## src/rtl/dir_pkg.sv

```systemverilog
package dir_pkg;
  typedef enum logic [1:0] {DIR_UNC = 2'd0, DIR_SHR = 2'd1, DIR_EXC = 2'd2} dir_state_e;
  typedef enum logic [1:0] {REQ_RD = 2'd0, REQ_WR = 2'd1, REQ_WB = 2'd2, REQ_RSV = 2'd3} req_kind_e;
  typedef enum logic [1:0] {MSG_DATA = 2'd0, MSG_INV = 2'd1, MSG_FETCH = 2'd2, MSG_FINV = 2'd3} msg_kind_e;
  typedef enum logic [2:0] {ST_IDLE, ST_EXEC, ST_INV, ST_WAIT, ST_GRANT} ctl_state_e;
endpackage

```

## src/rtl/dir_lowest_pick.sv

```systemverilog
module dir_lowest_pick #(
  parameter int N     = 4,
  parameter int IDX_W = 2
) (
  input  logic [N-1:0]     mask_i,
  output logic [N-1:0]     onehot_o,
  output logic [IDX_W-1:0] idx_o
);
  logic [N-1:0] seen;
  assign seen[0] = 1'b0;

  for (genvar g = 0; g < N; g++) begin : g_bit
    assign onehot_o[g] = mask_i[g] & ~seen[g];
    if (g < N - 1) begin : g_chain
      assign seen[g+1] = seen[g] | mask_i[g];
    end
  end

  always_comb begin
    idx_o = '0;
    for (int i = 0; i < N; i++) begin
      if (onehot_o[i]) idx_o = idx_o | IDX_W'(i);
    end
  end
endmodule

```

## src/rtl/dir_table.sv

```systemverilog
module dir_table
  import dir_pkg::*;
#(
  parameter int NODES  = 4,
  parameter int BLOCKS = 8,
  parameter int ADDR_W = 3
) (
  input  logic              clk_i,
  input  logic              rst_ni,
  input  logic [ADDR_W-1:0] idx_i,
  output dir_state_e        state_o,
  output logic [NODES-1:0]  sharers_o,
  input  logic              we_i,
  input  dir_state_e        state_i,
  input  logic [NODES-1:0]  sharers_i
);
  dir_state_e       st_q [BLOCKS];
  logic [NODES-1:0] sh_q [BLOCKS];

  always_ff @(posedge clk_i or negedge rst_ni) begin
    if (!rst_ni) begin
      for (int b = 0; b < BLOCKS; b++) begin
        st_q[b] <= DIR_UNC;
        sh_q[b] <= '0;
      end
    end else if (we_i) begin
      st_q[idx_i] <= state_i;
      sh_q[idx_i] <= sharers_i;
    end
  end

  assign state_o   = st_q[idx_i];
  assign sharers_o = sh_q[idx_i];
endmodule

```

## src/rtl/dir_data_mem.sv

```systemverilog
module dir_data_mem #(
  parameter int BLOCKS = 8,
  parameter int ADDR_W = 3,
  parameter int DATA_W = 16
) (
  input  logic              clk_i,
  input  logic              rst_ni,
  input  logic [ADDR_W-1:0] idx_i,
  output logic [DATA_W-1:0] rdata_o,
  input  logic              we_i,
  input  logic [DATA_W-1:0] wdata_i
);
  logic [DATA_W-1:0] mem_q [BLOCKS];

  always_ff @(posedge clk_i or negedge rst_ni) begin
    if (!rst_ni) begin
      for (int b = 0; b < BLOCKS; b++) mem_q[b] <= '0;
    end else if (we_i) begin
      mem_q[idx_i] <= wdata_i;
    end
  end

  assign rdata_o = mem_q[idx_i];
endmodule

```

## src/rtl/dir_home_ctrl.sv

```systemverilog
module dir_home_ctrl
  import dir_pkg::*;
#(
  parameter int NODES  = 4,
  parameter int BLOCKS = 8,
  parameter int DATA_W = 16,
  localparam int NODE_W = (NODES > 1) ? $clog2(NODES) : 1,
  localparam int ADDR_W = (BLOCKS > 1) ? $clog2(BLOCKS) : 1
) (
  input  logic              clk_i,
  input  logic              rst_ni,
  input  logic              req_valid_i,
  output logic              req_ready_o,
  input  logic [1:0]        req_kind_i,
  input  logic [NODE_W-1:0] req_node_i,
  input  logic [ADDR_W-1:0] req_addr_i,
  input  logic [DATA_W-1:0] req_data_i,
  input  logic              fetch_valid_i,
  input  logic [DATA_W-1:0] fetch_data_i,
  output logic              msg_valid_o,
  output logic [1:0]        msg_kind_o,
  output logic [NODE_W-1:0] msg_node_o,
  output logic [ADDR_W-1:0] msg_addr_o,
  output logic [DATA_W-1:0] msg_data_o
);
  ctl_state_e        st_q, st_d;
  req_kind_e         kind_q;
  logic [NODE_W-1:0] node_q;
  logic [ADDR_W-1:0] addr_q;
  logic [DATA_W-1:0] data_q;
  logic [NODES-1:0]  pend_q, pend_d;
  dir_state_e        gst_q, gst_d;
  logic [NODES-1:0]  gsh_q, gsh_d;

  dir_state_e        ent_state, tbl_state;
  logic [NODES-1:0]  ent_sh, tbl_sh;
  logic              tbl_we, mem_we;
  logic [DATA_W-1:0] mem_rd, mem_wd;

  logic [NODES-1:0]  req_bit, others, pick_mask, pick_oh, own_oh;
  logic [NODE_W-1:0] pick_idx, own_idx;
  msg_kind_e         mkind;
  logic              accept;

  dir_table #(.NODES(NODES), .BLOCKS(BLOCKS), .ADDR_W(ADDR_W)) u_table (
    .clk_i(clk_i), .rst_ni(rst_ni), .idx_i(addr_q),
    .state_o(ent_state), .sharers_o(ent_sh),
    .we_i(tbl_we), .state_i(tbl_state), .sharers_i(tbl_sh)
  );

  dir_data_mem #(.BLOCKS(BLOCKS), .ADDR_W(ADDR_W), .DATA_W(DATA_W)) u_mem (
    .clk_i(clk_i), .rst_ni(rst_ni), .idx_i(addr_q),
    .rdata_o(mem_rd), .we_i(mem_we), .wdata_i(mem_wd)
  );

  // next invalidate target (from pending set, or from the fresh sharer set in EXEC)
  dir_lowest_pick #(.N(NODES), .IDX_W(NODE_W)) u_pick_inv (
    .mask_i(pick_mask), .onehot_o(pick_oh), .idx_o(pick_idx)
  );

  // owner of an exclusive block is its single sharer bit
  dir_lowest_pick #(.N(NODES), .IDX_W(NODE_W)) u_pick_own (
    .mask_i(ent_sh), .onehot_o(own_oh), .idx_o(own_idx)
  );

  assign req_bit   = NODES'(1) << node_q;
  assign others    = ent_sh & ~req_bit;
  assign pick_mask = (st_q == ST_INV) ? pend_q : others;
  assign accept    = req_valid_i && req_ready_o;

  assign req_ready_o = (st_q == ST_IDLE);
  assign msg_kind_o  = mkind;
  assign msg_addr_o  = addr_q;
  assign msg_data_o  = mem_rd;

  always_ff @(posedge clk_i or negedge rst_ni) begin
    if (!rst_ni) begin
      st_q   <= ST_IDLE;
      kind_q <= REQ_RD;
      node_q <= '0;
      addr_q <= '0;
      data_q <= '0;
      pend_q <= '0;
      gst_q  <= DIR_UNC;
      gsh_q  <= '0;
    end else begin
      st_q   <= st_d;
      pend_q <= pend_d;
      gst_q  <= gst_d;
      gsh_q  <= gsh_d;
      if (accept) begin
        kind_q <= req_kind_e'(req_kind_i);
        node_q <= req_node_i;
        addr_q <= req_addr_i;
        data_q <= req_data_i;
      end
    end
  end

  always_comb begin
    st_d        = st_q;
    pend_d      = pend_q;
    gst_d       = gst_q;
    gsh_d       = gsh_q;
    msg_valid_o = 1'b0;
    mkind       = MSG_DATA;
    msg_node_o  = node_q;
    tbl_we      = 1'b0;
    tbl_state   = ent_state;
    tbl_sh      = ent_sh;
    mem_we      = 1'b0;
    mem_wd      = data_q;

    unique case (st_q)
      ST_IDLE: begin
        if (accept) st_d = ST_EXEC;
      end

      ST_EXEC: begin
        st_d = ST_IDLE;
        unique case (kind_q)
          REQ_RD: begin
            if (ent_state == DIR_EXC) begin
              msg_valid_o = 1'b1;
              mkind       = MSG_FETCH;
              msg_node_o  = own_idx;
              gst_d       = DIR_SHR;
              gsh_d       = own_oh | req_bit;
              st_d        = ST_WAIT;
            end else begin
              msg_valid_o = 1'b1;
              tbl_we      = 1'b1;
              tbl_state   = DIR_SHR;
              tbl_sh      = (ent_state == DIR_SHR) ? (ent_sh | req_bit) : req_bit;
            end
          end
          REQ_WR: begin
            if (ent_state == DIR_EXC) begin
              msg_valid_o = 1'b1;
              mkind       = MSG_FINV;
              msg_node_o  = own_idx;
              gst_d       = DIR_EXC;
              gsh_d       = req_bit;
              st_d        = ST_WAIT;
            end else if (ent_state == DIR_SHR && others != '0) begin
              msg_valid_o = 1'b1;
              mkind       = MSG_INV;
              msg_node_o  = pick_idx;
              pend_d      = others & ~pick_oh;
              gst_d       = DIR_EXC;
              gsh_d       = req_bit;
              st_d        = ((others & ~pick_oh) == '0) ? ST_GRANT : ST_INV;
            end else begin
              msg_valid_o = 1'b1;
              tbl_we      = 1'b1;
              tbl_state   = DIR_EXC;
              tbl_sh      = req_bit;
            end
          end
          REQ_WB: begin
            if (ent_state == DIR_EXC && ent_sh[node_q]) begin
              mem_we    = 1'b1;
              mem_wd    = data_q;
              tbl_we    = 1'b1;
              tbl_state = DIR_UNC;
              tbl_sh    = '0;
            end
          end
          default: ;
        endcase
      end

      ST_INV: begin
        msg_valid_o = 1'b1;
        mkind       = MSG_INV;
        msg_node_o  = pick_idx;
        pend_d      = pend_q & ~pick_oh;
        if ((pend_q & ~pick_oh) == '0) st_d = ST_GRANT;
      end

      ST_WAIT: begin
        if (fetch_valid_i) begin
          mem_we = 1'b1;
          mem_wd = fetch_data_i;
          st_d   = ST_GRANT;
        end
      end

      ST_GRANT: begin
        msg_valid_o = 1'b1;
        tbl_we      = 1'b1;
        tbl_state   = gst_q;
        tbl_sh      = gsh_q;
        st_d        = ST_IDLE;
      end

      default: st_d = ST_IDLE;
    endcase
  end
endmodule

```

## config.mk

```make
export PLATFORM = sky130hd
export DESIGN_NAME = dir_home_ctrl
export DESIGN_NICKNAME = d
export VERILOG_FILES = /design/src/rtl/dir_pkg.sv /design/src/rtl/dir_lowest_pick.sv /design/src/rtl/dir_table.sv /design/src/rtl/dir_data_mem.sv /design/src/rtl/dir_home_ctrl.sv
export SDC_FILE = /design/constraint.sdc
export NUM_CORES = 1
export LEC_CHECK = 0
export CORE_MARGIN = 8
export CORE_UTILIZATION = 57
export CTS_BUF_LIST = sky130_fd_sc_hd__clkbuf_16
export DETAILED_ROUTE_END_ITERATION = 8
export DONT_BUFFER_PORTS = 1
export PLACE_DENSITY_LB_ADDON = 0.15
export SLEW_MARGIN = 5
export SYNTH_ARGS = -nofsm -noshare
export SYNTH_HDL_FRONTEND = slang
export SYNTH_SLANG_ARGS = --single-unit
export TNS_END_PERCENT = 30
```

## constraint.sdc

```tcl
create_clock -name clk_i -period 3.1 [get_ports clk_i]
set_input_delay 0.465 -clock clk_i [delete_from_list [all_inputs] [get_ports clk_i]]
set_output_delay 0.465 -clock clk_i [all_outputs]
set_load 0.005 [all_outputs]
```

==> metrics.txt <==
Initial Util 57.9%; Root Driver clkbuf_16; die width 148 µm; initial antenna violation count 0; Port Buf Inserts 0; R2R Setup Slk -330 ps; Synth Instances 919; Fillers 1198; GPL Wtd Cong 0.864; area share of the largest cell type after synthesis 53.6%; Worst Path Buf+Inv 4; Post-synth top flop dfrtp_1; Cell Chain, Critical Path buf_12 > buf_8 > mux2i_4 > o22ai_2 > buf_4 > o21ai_1 > buf_4 > a31o_2 > nand3b_1 > nand3_1 > o21ai_0 > o21ai_1; Area Growth Syn to Fin 21.1%; WP depth 12; Die Height 148 µm; hold crit path type input port to asynchronous set/reset pin; Syn Std Cell Area 9910 µm²; status complete, but fails checks; Worst Reg-to-Reg Cells 21; most common cell after layout, fill and taps aside dfrtp_1; top cell type by total area after synthesis dfrtp_1; design area 12000 µm²; Slew Limit Headroom 42.9%; largest net degree at the start of global routing 213; clock-pin slew on the worst setup and hold paths 60 ps; grt ovf 0; layout cells sized above 1 27.3%; clock sinks 212; reg2reg start msg_addr_o[0]; GR Util All Layers 25.6%; DRT iter0 DRCs 805; FF+latch count, synth 212; final wirelength 28000 µm; Core Box Area 17100 µm²; dpl ws -116 ps; Worst Hold Slack -345 ps; Clock Latency Late Sink 530 ps; Post-synth EDFFs 0; vias in the first global route 8189; final-report setup violation count 181; Ports 68; first-pass detailed-route iteration total 5; slowest stage delay, CP 400 ps; synth top area cells dfrtp_1, mux2_2, a21oi_1, nor2_1, a22oi_1; ANT nets after route 0; CP endpoint msg_node_o[0]; first-pass GRT wire length 44700 µm; leakage 5.48 nW; Max Fclk 286 MHz; Clock Path Buffers 3; crit path max-delay cell type dfrtp_2; startpoint types register; failing checks negative hold slack, negative setup slack; # DRC 0; WL per Instance 22.6 µm; CP Capture Type output pin; crit-path max FO 16; Final min period 3490 ps; Seq/Total Area, Yosys 53.6%; Final period util 113%; warnings from Yosys 0; hpwl dp 16800 µm; Max-Cap Viols 0; Num CTS Buffers 23; post-synthesis async set-or-reset flop share 100%; clk_skew 15.6 ps; Slew @ Worst Pin 833 ps; RSZ-0062 raised after global routing true; Total Nets Final 1046; P per Cell Area 1040 nW/µm²; CP arrival 3030 ps; max-slew violations 0; Row Count 48; H-tree Lvls 1; VDD IR max 0.649 mV; CP top delay family compound AO/OA/AOI/OAI gates; Antenna Cells 0; Total Power 12.4 mW; worst reg2reg endpoint pend_q[3]; Final Hold Fails 212; post-synthesis cell type count 60; drt via density 6.44; kind of critical path register to output pin; Worst EP required 2630 ps; most frequent cells in the layout dfrtp_1, nor2_1, a21oi_1; die area 21900 µm²; Syn Area/Cell 10.8 µm²; Post-DP Area 10600 µm²; Vias 7972; Finished Core Util 70.1%; TritonCTS clock tree done; CP startpoint msg_addr_o[0]; setup slack after layout -393 ps; Syn Nets 962
-- where the power goes --
| group | internal, mW | switching [mW] | leakage, nW |
|---|---|---|---|
| clock network | 1.43 | 1.08 | 0.355 |
| registers | 3.87 | 0.770 | 2.81 |
| logic | 2.29 | 3.01 | 2.32 |
-- metal layers --
layer | GRT usage (%) | vias to the layer above | routed length [µm]
met5 | 0 | - | 0
met4 | 7.65 | 0 | 573
met3 | 5.59 | 63 | 2550
met2 | 41.1 | 418 | 13400
met1 | 34.3 | 3979 | 11400
li1 | - | 3512 | -
-- synth_stat cells, types with 4 or more instances --
cell type / n
dfrtp_1: 212
nor2_1: 146
a21oi_1: 137
mux2_2: 74
a22oi_1: 67
nand2_1: 37
mux2i_1: 30
buf_2: 28
clkbuf_1: 22
o21ai_0: 18
nand4_1: 17
nor3_4: 10
nor3_1: 9
mux2_1: 7
nand2b_1: 7
mux4_2: 6
nand3b_1: 6
and2_1: 5
inv_1: 5
o22ai_1: 5
a31oi_1: 4
buf_1: 4
-- state kept, by name, indices dropped and copies added (netlist names) --
register      cells
pend_q            4
kind_q            2
gsh_q             4
msg_addr_o        3
data_q           16
u_table.st_q     16
gst_q             2
node_q            2
u_mem.mem_q     128
u_table.sh_q     32
st_q              3
-- worst reg2reg max path: stages (launching register included) --
cell and delay (ps):
dfrtp_2 440, buf_12 160, mux2_4 310, mux4_2 510, buf_6 150, and3_4 150, a21oi_4 150, buf_4 130
buf_6 80, buf_4 90, buf_4 90, buf_4 90, buf_4 90, buf_4 90, buf_4 100, buf_4 100
buf_4 90, buf_4 90, buf_4 90, buf_4 120, a211oi_2 60, a21o_1 160
-- final cells by class --
type	count	area, µm²	share of cell area, %
clock buffer	23	576	4.80
inverter	5	18.8	0.156
tap	225	282	2.35
multi-input combinational	645	4560	38.0
sequential	212	5310	44.2
timing repair buffer	116	1150	9.63
clock inverter	12	97.6	0.813
-- through the flow --
| stage | cells | setup TNS [ps] |
|---|---|---|
| floorplan | 919 | -2350 |
| global placement | 1160 | -1660 |
| detailed placement | 1160 | -9640 |
| CTS | 1237 | -44880 |
| global route | 1238 | -43480 |
| finish | 1238 | -24730 |
-- kinds of logic after synthesis --
kind of cell,Yosys count,synth area share (%)
compound gates,264,16.6
fa+ha+maj,1,0.101
simple gates,262,13.2
flops,212,53.6
mux,118,13.7
buf+inv,62,2.85
-- what timing repair did --
| action | in CTS | in global routing |
|---|---|---|
| setup buffers | 37 | 3 |
| hold endpoints to repair | 212 | 212 |
| setup endpoints to repair | 179 | 182 |
| gates resized for setup | 60 | 15 |
| pin swaps | 16 | 7 |
| cloned | 5 | 0 |
-- how the worst min path moves through the flow --
| stage | cells past startpoint | start | slack (ps) | to |
|---|---|---|---|---|
| floorplan | 0 | rst_ni | 170 | data_q[0] |
| global placement | 0 | rst_ni | 180 | u_table.sh_q[3] |
| detailed placement | 0 | rst_ni | 180 | u_table.sh_q[3] |
| CTS | 0 | rst_ni | -370 | u_table.st_q[7] |
| global route | 0 | rst_ni | -370 | u_table.sh_q[3] |
| finish | 0 | rst_ni | -340 | u_table.sh_q[3] |
No activity file was read; power rests on OpenSTA's default activity.
